==> config.mk <==
export PLATFORM = sky130hd
export DESIGN_NAME = ddr_cmd_decoder
export DESIGN_NICKNAME = d
export VERILOG_FILES = /design/src/rtl/ddrcd_pkg.sv /design/src/rtl/ddrcd_class.sv /design/src/rtl/ddrcd_qualify.sv /design/src/rtl/ddrcd_outreg.sv /design/src/rtl/ddr_cmd_decoder.sv
export SDC_FILE = /design/constraint.sdc
export NUM_CORES = 1
export LEC_CHECK = 0
export CAP_MARGIN = 20
export CORE_ASPECT_RATIO = 1.25
export CORE_MARGIN = 1.5
export CORE_UTILIZATION = 50
export CTS_BUF_LIST = sky130_fd_sc_hd__clkbuf_8 sky130_fd_sc_hd__clkbuf_16
export DETAILED_ROUTE_END_ITERATION = 8
export DONT_BUFFER_PORTS = 1
export HOLD_SLACK_MARGIN = 0.1
export PLACE_DENSITY = 0.76
export SLEW_MARGIN = 20
export SYNTH_ARGS = -nofsm -noshare
export SYNTH_HDL_FRONTEND = slang
export SYNTH_HIERARCHICAL = 1
export SYNTH_SLANG_ARGS = --single-unit
==> constraint.sdc <==
create_clock -name clk -period 2 [get_ports clk]
set_clock_uncertainty 0.2 [all_clocks]
set_input_delay 0.4 -clock clk [delete_from_list [all_inputs] [get_ports clk]]
set_output_delay 0.4 -clock clk [all_outputs]
set_load 0.02 [all_outputs]
==> src/rtl/ddrcd_pkg.sv <==
package ddrcd_pkg;

  localparam int CMD_W    = 5;
  localparam int NUM_CMDS = 17;

  typedef enum logic [CMD_W-1:0] {
    CMD_DESEL   = 5'd0,
    CMD_NOP     = 5'd1,
    CMD_MRS     = 5'd2,
    CMD_ACT     = 5'd3,
    CMD_RD      = 5'd4,
    CMD_RDA     = 5'd5,
    CMD_WR      = 5'd6,
    CMD_WRA     = 5'd7,
    CMD_PRE     = 5'd8,
    CMD_PREA    = 5'd9,
    CMD_BST     = 5'd10,
    CMD_AREF    = 5'd11,
    CMD_SREF    = 5'd12,
    CMD_PDE     = 5'd13,
    CMD_EXIT    = 5'd14,
    CMD_HOLD    = 5'd15,
    CMD_ILLEGAL = 5'd16
  } ddr_cmd_e;

  // strobe pattern {ras_n, cas_n, we_n}
  typedef enum logic [2:0] {
    CLS_MRS = 3'b000,
    CLS_REF = 3'b001,
    CLS_PRE = 3'b010,
    CLS_ACT = 3'b011,
    CLS_WR  = 3'b100,
    CLS_RD  = 3'b101,
    CLS_BST = 3'b110,
    CLS_NOP = 3'b111
  } ddr_cls_e;

  // clock-enable history {previous, current}
  typedef enum logic [1:0] {
    PH_LOW  = 2'b00,
    PH_RISE = 2'b01,
    PH_FALL = 2'b10,
    PH_RUN  = 2'b11
  } cke_phase_e;

endpackage

==> src/rtl/ddrcd_class.sv <==
module ddrcd_class
  import ddrcd_pkg::*;
(
  input  logic       cs_n_i,
  input  logic       ras_n_i,
  input  logic       cas_n_i,
  input  logic       we_n_i,
  input  logic       cke_prev_i,
  input  logic       cke_i,
  output cke_phase_e phase_o,
  output ddr_cls_e   cls_o,
  output logic       sel_o
);

  always_comb begin
    phase_o = cke_phase_e'({cke_prev_i, cke_i});
    cls_o   = ddr_cls_e'({ras_n_i, cas_n_i, we_n_i});
    sel_o   = ~cs_n_i;
  end

endmodule

==> src/rtl/ddrcd_qualify.sv <==
module ddrcd_qualify
  import ddrcd_pkg::*;
#(
  parameter int ADDR_W = 13,
  parameter int BA_W   = 2,
  parameter int AP_BIT = 10
) (
  input  cke_phase_e        phase_i,
  input  ddr_cls_e          cls_i,
  input  logic              sel_i,
  input  logic [ADDR_W-1:0] addr_i,
  input  logic [BA_W-1:0]   ba_i,
  output ddr_cmd_e          cmd_o,
  output logic [BA_W-1:0]   bank_o,
  output logic              auto_pre_o,
  output logic              mr_ext_o,
  output logic [ADDR_W-1:0] op_code_o,
  output logic              illegal_o
);

  localparam logic [BA_W-1:0] MR_BASE = BA_W'(0);
  localparam logic [BA_W-1:0] MR_EXT  = BA_W'(1);

  logic ap_bit;
  assign ap_bit = addr_i[AP_BIT];

  always_comb begin
    cmd_o      = CMD_ILLEGAL;
    bank_o     = '0;
    auto_pre_o = 1'b0;
    mr_ext_o   = 1'b0;
    op_code_o  = '0;
    unique case (phase_i)
      PH_LOW:  cmd_o = CMD_HOLD;
      PH_RISE: cmd_o = CMD_EXIT;
      PH_FALL: begin
        if (!sel_i || cls_i == CLS_NOP) cmd_o = CMD_PDE;
        else if (cls_i == CLS_REF)      cmd_o = CMD_SREF;
        else                            cmd_o = CMD_ILLEGAL;
      end
      default: begin
        if (!sel_i) begin
          cmd_o = CMD_DESEL;
        end else begin
          unique case (cls_i)
            CLS_MRS: begin
              if (ba_i == MR_BASE || ba_i == MR_EXT) begin
                cmd_o     = CMD_MRS;
                mr_ext_o  = (ba_i == MR_EXT);
                op_code_o = addr_i;
              end else begin
                cmd_o = CMD_ILLEGAL;
              end
            end
            CLS_REF: cmd_o = CMD_AREF;
            CLS_PRE: begin
              if (ap_bit) begin
                cmd_o = CMD_PREA;
              end else begin
                cmd_o  = CMD_PRE;
                bank_o = ba_i;
              end
            end
            CLS_ACT: begin
              cmd_o  = CMD_ACT;
              bank_o = ba_i;
            end
            CLS_WR: begin
              cmd_o      = ap_bit ? CMD_WRA : CMD_WR;
              auto_pre_o = ap_bit;
              bank_o     = ba_i;
            end
            CLS_RD: begin
              cmd_o      = ap_bit ? CMD_RDA : CMD_RD;
              auto_pre_o = ap_bit;
              bank_o     = ba_i;
            end
            CLS_BST: cmd_o = CMD_BST;
            default: cmd_o = CMD_NOP;
          endcase
        end
      end
    endcase
    illegal_o = (cmd_o == CMD_ILLEGAL);
  end

endmodule

==> src/rtl/ddrcd_outreg.sv <==
module ddrcd_outreg
  import ddrcd_pkg::*;
#(
  parameter int ADDR_W = 13,
  parameter int BA_W   = 2
) (
  input  logic                clk,
  input  logic                rst,
  input  ddr_cmd_e            cmd_d,
  input  logic [BA_W-1:0]     bank_d,
  input  logic                auto_pre_d,
  input  logic                mr_ext_d,
  input  logic [ADDR_W-1:0]   op_code_d,
  input  logic                illegal_d,
  output ddr_cmd_e            cmd_q,
  output logic [NUM_CMDS-1:0] cmd_oh_q,
  output logic [BA_W-1:0]     bank_q,
  output logic                auto_pre_q,
  output logic                mr_ext_q,
  output logic [ADDR_W-1:0]   op_code_q,
  output logic                illegal_q
);

  logic [NUM_CMDS-1:0] oh_d;

  generate
    for (genvar gi = 0; gi < NUM_CMDS; gi++) begin : g_oh
      assign oh_d[gi] = (cmd_d == ddr_cmd_e'(gi));
    end
  endgenerate

  always_ff @(posedge clk) begin
    if (rst) begin
      cmd_q      <= CMD_DESEL;
      cmd_oh_q   <= NUM_CMDS'(1);
      bank_q     <= '0;
      auto_pre_q <= 1'b0;
      mr_ext_q   <= 1'b0;
      op_code_q  <= '0;
      illegal_q  <= 1'b0;
    end else begin
      cmd_q      <= cmd_d;
      cmd_oh_q   <= oh_d;
      bank_q     <= bank_d;
      auto_pre_q <= auto_pre_d;
      mr_ext_q   <= mr_ext_d;
      op_code_q  <= op_code_d;
      illegal_q  <= illegal_d;
    end
  end

  AST_OH_SINGLE: assert property (@(posedge clk) disable iff (rst)
    $countones(cmd_oh_q) == 1);

  AST_ILL_AGREES: assert property (@(posedge clk) disable iff (rst)
    illegal_q == cmd_oh_q[CMD_ILLEGAL]);

endmodule

==> src/rtl/ddr_cmd_decoder.sv <==
module ddr_cmd_decoder
  import ddrcd_pkg::*;
#(
  parameter int ADDR_W = 13,
  parameter int BA_W   = 2,
  parameter int AP_BIT = 10
) (
  input  logic                clk,
  input  logic                rst,
  input  logic                cs_n,
  input  logic                ras_n,
  input  logic                cas_n,
  input  logic                we_n,
  input  logic                cke_prev,
  input  logic                cke,
  input  logic [ADDR_W-1:0]   addr,
  input  logic [BA_W-1:0]     ba,
  output logic [CMD_W-1:0]    cmd,
  output logic [NUM_CMDS-1:0] cmd_oh,
  output logic [BA_W-1:0]     bank,
  output logic                auto_pre,
  output logic                mr_ext,
  output logic [ADDR_W-1:0]   op_code,
  output logic                illegal
);

  cke_phase_e        phase;
  ddr_cls_e          cls;
  logic              sel;
  ddr_cmd_e          cmd_c;
  logic [BA_W-1:0]   bank_c;
  logic              ap_c;
  logic              mrx_c;
  logic [ADDR_W-1:0] op_c;
  logic              ill_c;
  ddr_cmd_e          cmd_r;

  ddrcd_class u_class (
    .cs_n_i     (cs_n),
    .ras_n_i    (ras_n),
    .cas_n_i    (cas_n),
    .we_n_i     (we_n),
    .cke_prev_i (cke_prev),
    .cke_i      (cke),
    .phase_o    (phase),
    .cls_o      (cls),
    .sel_o      (sel)
  );

  ddrcd_qualify #(.ADDR_W(ADDR_W), .BA_W(BA_W), .AP_BIT(AP_BIT)) u_qual (
    .phase_i    (phase),
    .cls_i      (cls),
    .sel_i      (sel),
    .addr_i     (addr),
    .ba_i       (ba),
    .cmd_o      (cmd_c),
    .bank_o     (bank_c),
    .auto_pre_o (ap_c),
    .mr_ext_o   (mrx_c),
    .op_code_o  (op_c),
    .illegal_o  (ill_c)
  );

  ddrcd_outreg #(.ADDR_W(ADDR_W), .BA_W(BA_W)) u_oreg (
    .clk        (clk),
    .rst        (rst),
    .cmd_d      (cmd_c),
    .bank_d     (bank_c),
    .auto_pre_d (ap_c),
    .mr_ext_d   (mrx_c),
    .op_code_d  (op_c),
    .illegal_d  (ill_c),
    .cmd_q      (cmd_r),
    .cmd_oh_q   (cmd_oh),
    .bank_q     (bank),
    .auto_pre_q (auto_pre),
    .mr_ext_q   (mr_ext),
    .op_code_q  (op_code),
    .illegal_q  (illegal)
  );

  assign cmd = cmd_r;

  AST_CS_MASK: assert property (@(posedge clk) disable iff (rst)
    (cke_prev && cke && cs_n) |=> (cmd == CMD_DESEL && bank == '0));

  AST_EXIT_ANY: assert property (@(posedge clk) disable iff (rst)
    (!cke_prev && cke) |=> (cmd == CMD_EXIT));

  AST_HOLD_LOW: assert property (@(posedge clk) disable iff (rst)
    (!cke_prev && !cke) |=> (cmd == CMD_HOLD && !illegal));

  AST_AP_RW: assert property (@(posedge clk) disable iff (rst)
    auto_pre |-> (cmd == CMD_RDA || cmd == CMD_WRA));

  AST_MREXT: assert property (@(posedge clk) disable iff (rst)
    mr_ext |-> (cmd == CMD_MRS));

  AST_FALL_BAD: assert property (@(posedge clk) disable iff (rst)
    (cke_prev && !cke && !cs_n && !(ras_n && cas_n && we_n)
     && !(!ras_n && !cas_n && we_n)) |=> illegal);

  AST_SREF_IN: assert property (@(posedge clk) disable iff (rst)
    (cke_prev && !cke && !cs_n && !ras_n && !cas_n && we_n)
    |=> (cmd == CMD_SREF));

endmodule

==> results.yml <==
floorplanning:
  die_w_um: 52.2
  dieArea_sq_um: 3370
  io_pins: 63
  rows: 22
  die_h_um: 64.5
  start_util_pct: 51.8
  core_sq_um: 2920
critical_path:
  slowest_delay_ps: 660
  critPathTopFamily: "simple AND/OR/NAND/NOR gates"
  crit_end: "u_oreg/cmd_oh_q[10]$_SDFF_PP0_"
  start_kind: "input port"
  critical_path_depth: 3
  arrival_ps: 1710
  critPathSlowestCell: "or4b_4"
  path_cells: "dlymetal6s4s_1, or4b_4, nor2_1"
  critPathMaxFanout: 27
  path_buf_inv: 1
  crit_type: "input port to flip-flop"
  worstSetupEndpointType: "flip-flop"
  setup.worst_path.start: "rst"
  required_ps: 2030
yosys:
  syn_inst: 160
  ys_ff_latch: 40
  postSynthAreaPerCell_sq_um: 9.45
  synth_fp_nets: 183
  synth_area_sq_um: 1510
  ys.flop_type: "dfxtp_1"
  ys_warn_count: 6
  ys_seq_area_share_pct: 52.9
  synth-edff-count: 0
  async_reset_ff_share_pct: 0
  synthDistinctLibCells: 35
placement:
  port_buffers: 0
  place_congestion: 0.732
  postPlaceCellArea_sq_um: 1510
  place_hpwl_mm: 2.07
clocking:
  cts_tree: "built"
  cts-root-buf: "clkbuf_8"
  cts_htree_levels: 2
  clkSinkCount: 40
  cts_buffer_depth: 2
  path_clk_slew_ps: 70
  cts-buffers-inserted: 5
  post-cts-setup-buffers: 0
min_path:
  holdCritPathClass: "input port to flip-flop"
global_routing:
  grt_usage_pct: 18.3
  grt_pass1_vias: 951
  antenna_found_initial: 0
  grt_max_degree: 28
  grt_remaining_overflow: 0
  grt_pass1_wl_mm: 4.48
sta:
  fmax_mhz: 597
  finalSetupTns_ps: 0
  setup_viol: 0
  finalMaxSlewViolations: 0
  relSlewSlack_pct: 39.8
  hold_viol: 0
  worstMarginPinSlew_ps: 903
  min_period_ps: 1670
  fin_crit_sh_pct: 83.7
  grt_setup_unrepaired: "false"
  hold_ws_ps: 113
finish:
  drive_gt1_share_pct: 10.2
  area_growth_pct: 7.77
  fillCellCount: 284
  fin_area_sq_um: 1630
  fin_nets: 179
  diodes: 0
  layout_commonest_cell: "dfxtp_1"
  final_cell_mix: "dfxtp_1 (40), nor2b_1 (25), nor2_1 (18)"
route:
  vias_per_cell: 5.27
  wirelength_mm: 2.90
  antenna_left: 0
  drc: 0
  vias: 1018
  firstDrtPassIters: 4
  drtIter0Drc: 25
  drt-wirelength-per-cell_um: 15.0
outcome:
  outcome: "finished, final reports clean"
power_and_ir_drop:
  peakVddDrop_v: 0.000596
  power_density_nw_per_um2: 953
  p_total_w: 0.00155
  leakage_nw: 0.641
flow_run:
  cap_violations: 0
[cell families (layout without fill, tap and decap cells)]
kind of cell	Yosys count	after routing	synth area share [%]
buf+inv	18	15	6.37
compound gates	17	17	7.28
simple gates	85	85	33.4
flops	40	40	52.9
[worst min path at each step]
stage | from | slack, ps | endpoint | depth (start not counted)
2_1_floorplan | rst | 390 | u_oreg/cmd_oh_q[1]$_SDFF_PP0_ | 2
3_3_place_gp | rst | 280 | u_oreg/op_code_q[4]$_SDFF_PP0_ | 1
3_5_place_dp | rst | 280 | u_oreg/cmd_q[0]$_SDFF_PP0_ | 1
4_1_cts | rst | 100 | u_oreg/cmd_oh_q[5]$_SDFF_PP0_ | 2
5_1_grt | rst | 110 | u_oreg/cmd_oh_q[3]$_SDFF_PP0_ | 2
6_report | rst | 110 | u_oreg/cmd_oh_q[5]$_SDFF_PP0_ | 2
[timing repair]
| action | CTS | global route |
|---|---|---|
| endpoints found under the hold margin | 32 | 0 |
| endpoints found under the setup margin | 0 | 7 |
| hold buffers | 1 | 0 |
| gates resized for setup | 0 | 1 |
[per-stage QoR]
step	setup WS, ps	std cells	util [%]
after floorplan	0.210	160	-
after global placement	115	184	51.8
after detailed placement	62.9	184	51.8
after global routing	236	193	55.9
final	325	193	55.9
after CTS	0.0222	193	55.8
[area by class of cell]
type	instances	area (sq um)	area share, %
Tap cell	36	45.0	2.76
Multi-Input combinational cell	102	638	39.1
Sequential cell	40	801	49.1
Inverter	5	18.8	1.15
Clock inverter	3	38.8	2.38
Timing Repair Buffer	2	20.0	1.23
Clock buffer	5	68.8	4.22
[power breakdown]
part	total (W)	switching (W)	internal, W
clock	0.000624	0.000260	0.000365
combinational	0.0000896	0.0000516	0.0000380
sequential	0.000840	0.0000270	0.000813
total	0.00155	0.000338	0.00122
[Yosys cell counts, drive strengths merged (2+ instances only)]
library cell / instances / area [sq um]
nor2b: 25 / 156
nand2: 5 / 18.8
nor3b: 2 / 15.0
nand2b: 5 / 31.3
a31oi: 2 / 12.5
or4: 2 / 18.8
nor2: 19 / 78.8
a21oi: 4 / 20.0
inv: 5 / 18.8
or4b: 2 / 23.8
nor4: 2 / 12.5
and2: 13 / 81.3
nor3: 2 / 10.0
clkbuf: 5 / 18.8
o21ai: 4 / 20.0
dfxtp: 40 / 801
and3: 2 / 12.5
nand3b: 2 / 15.0
buf: 8 / 58.8
[layer usage]
layer | vias to the layer above | wire (um) | global-route usage, %
met5 | - | 0 | 0
met4 | 0 | 67 | 9.62
met3 | 6 | 259 | 7.83
met2 | 45 | 1430 | 30.7
met1 | 459 | 1150 | 18.8
li1 | 508 | - | -
[registers in the layout, indices dropped and copies added (netlist names)]
name / cells
u_oreg/illegal_q: 1
u_oreg/cmd_oh_q: 17
u_oreg/op_code_q: 13
u_oreg/bank_q: 2
u_oreg/cmd_q: 5
u_oreg/mr_ext_q: 1
u_oreg/auto_pre_q: 1
Note: power is estimated with default switching activity, not from simulation.
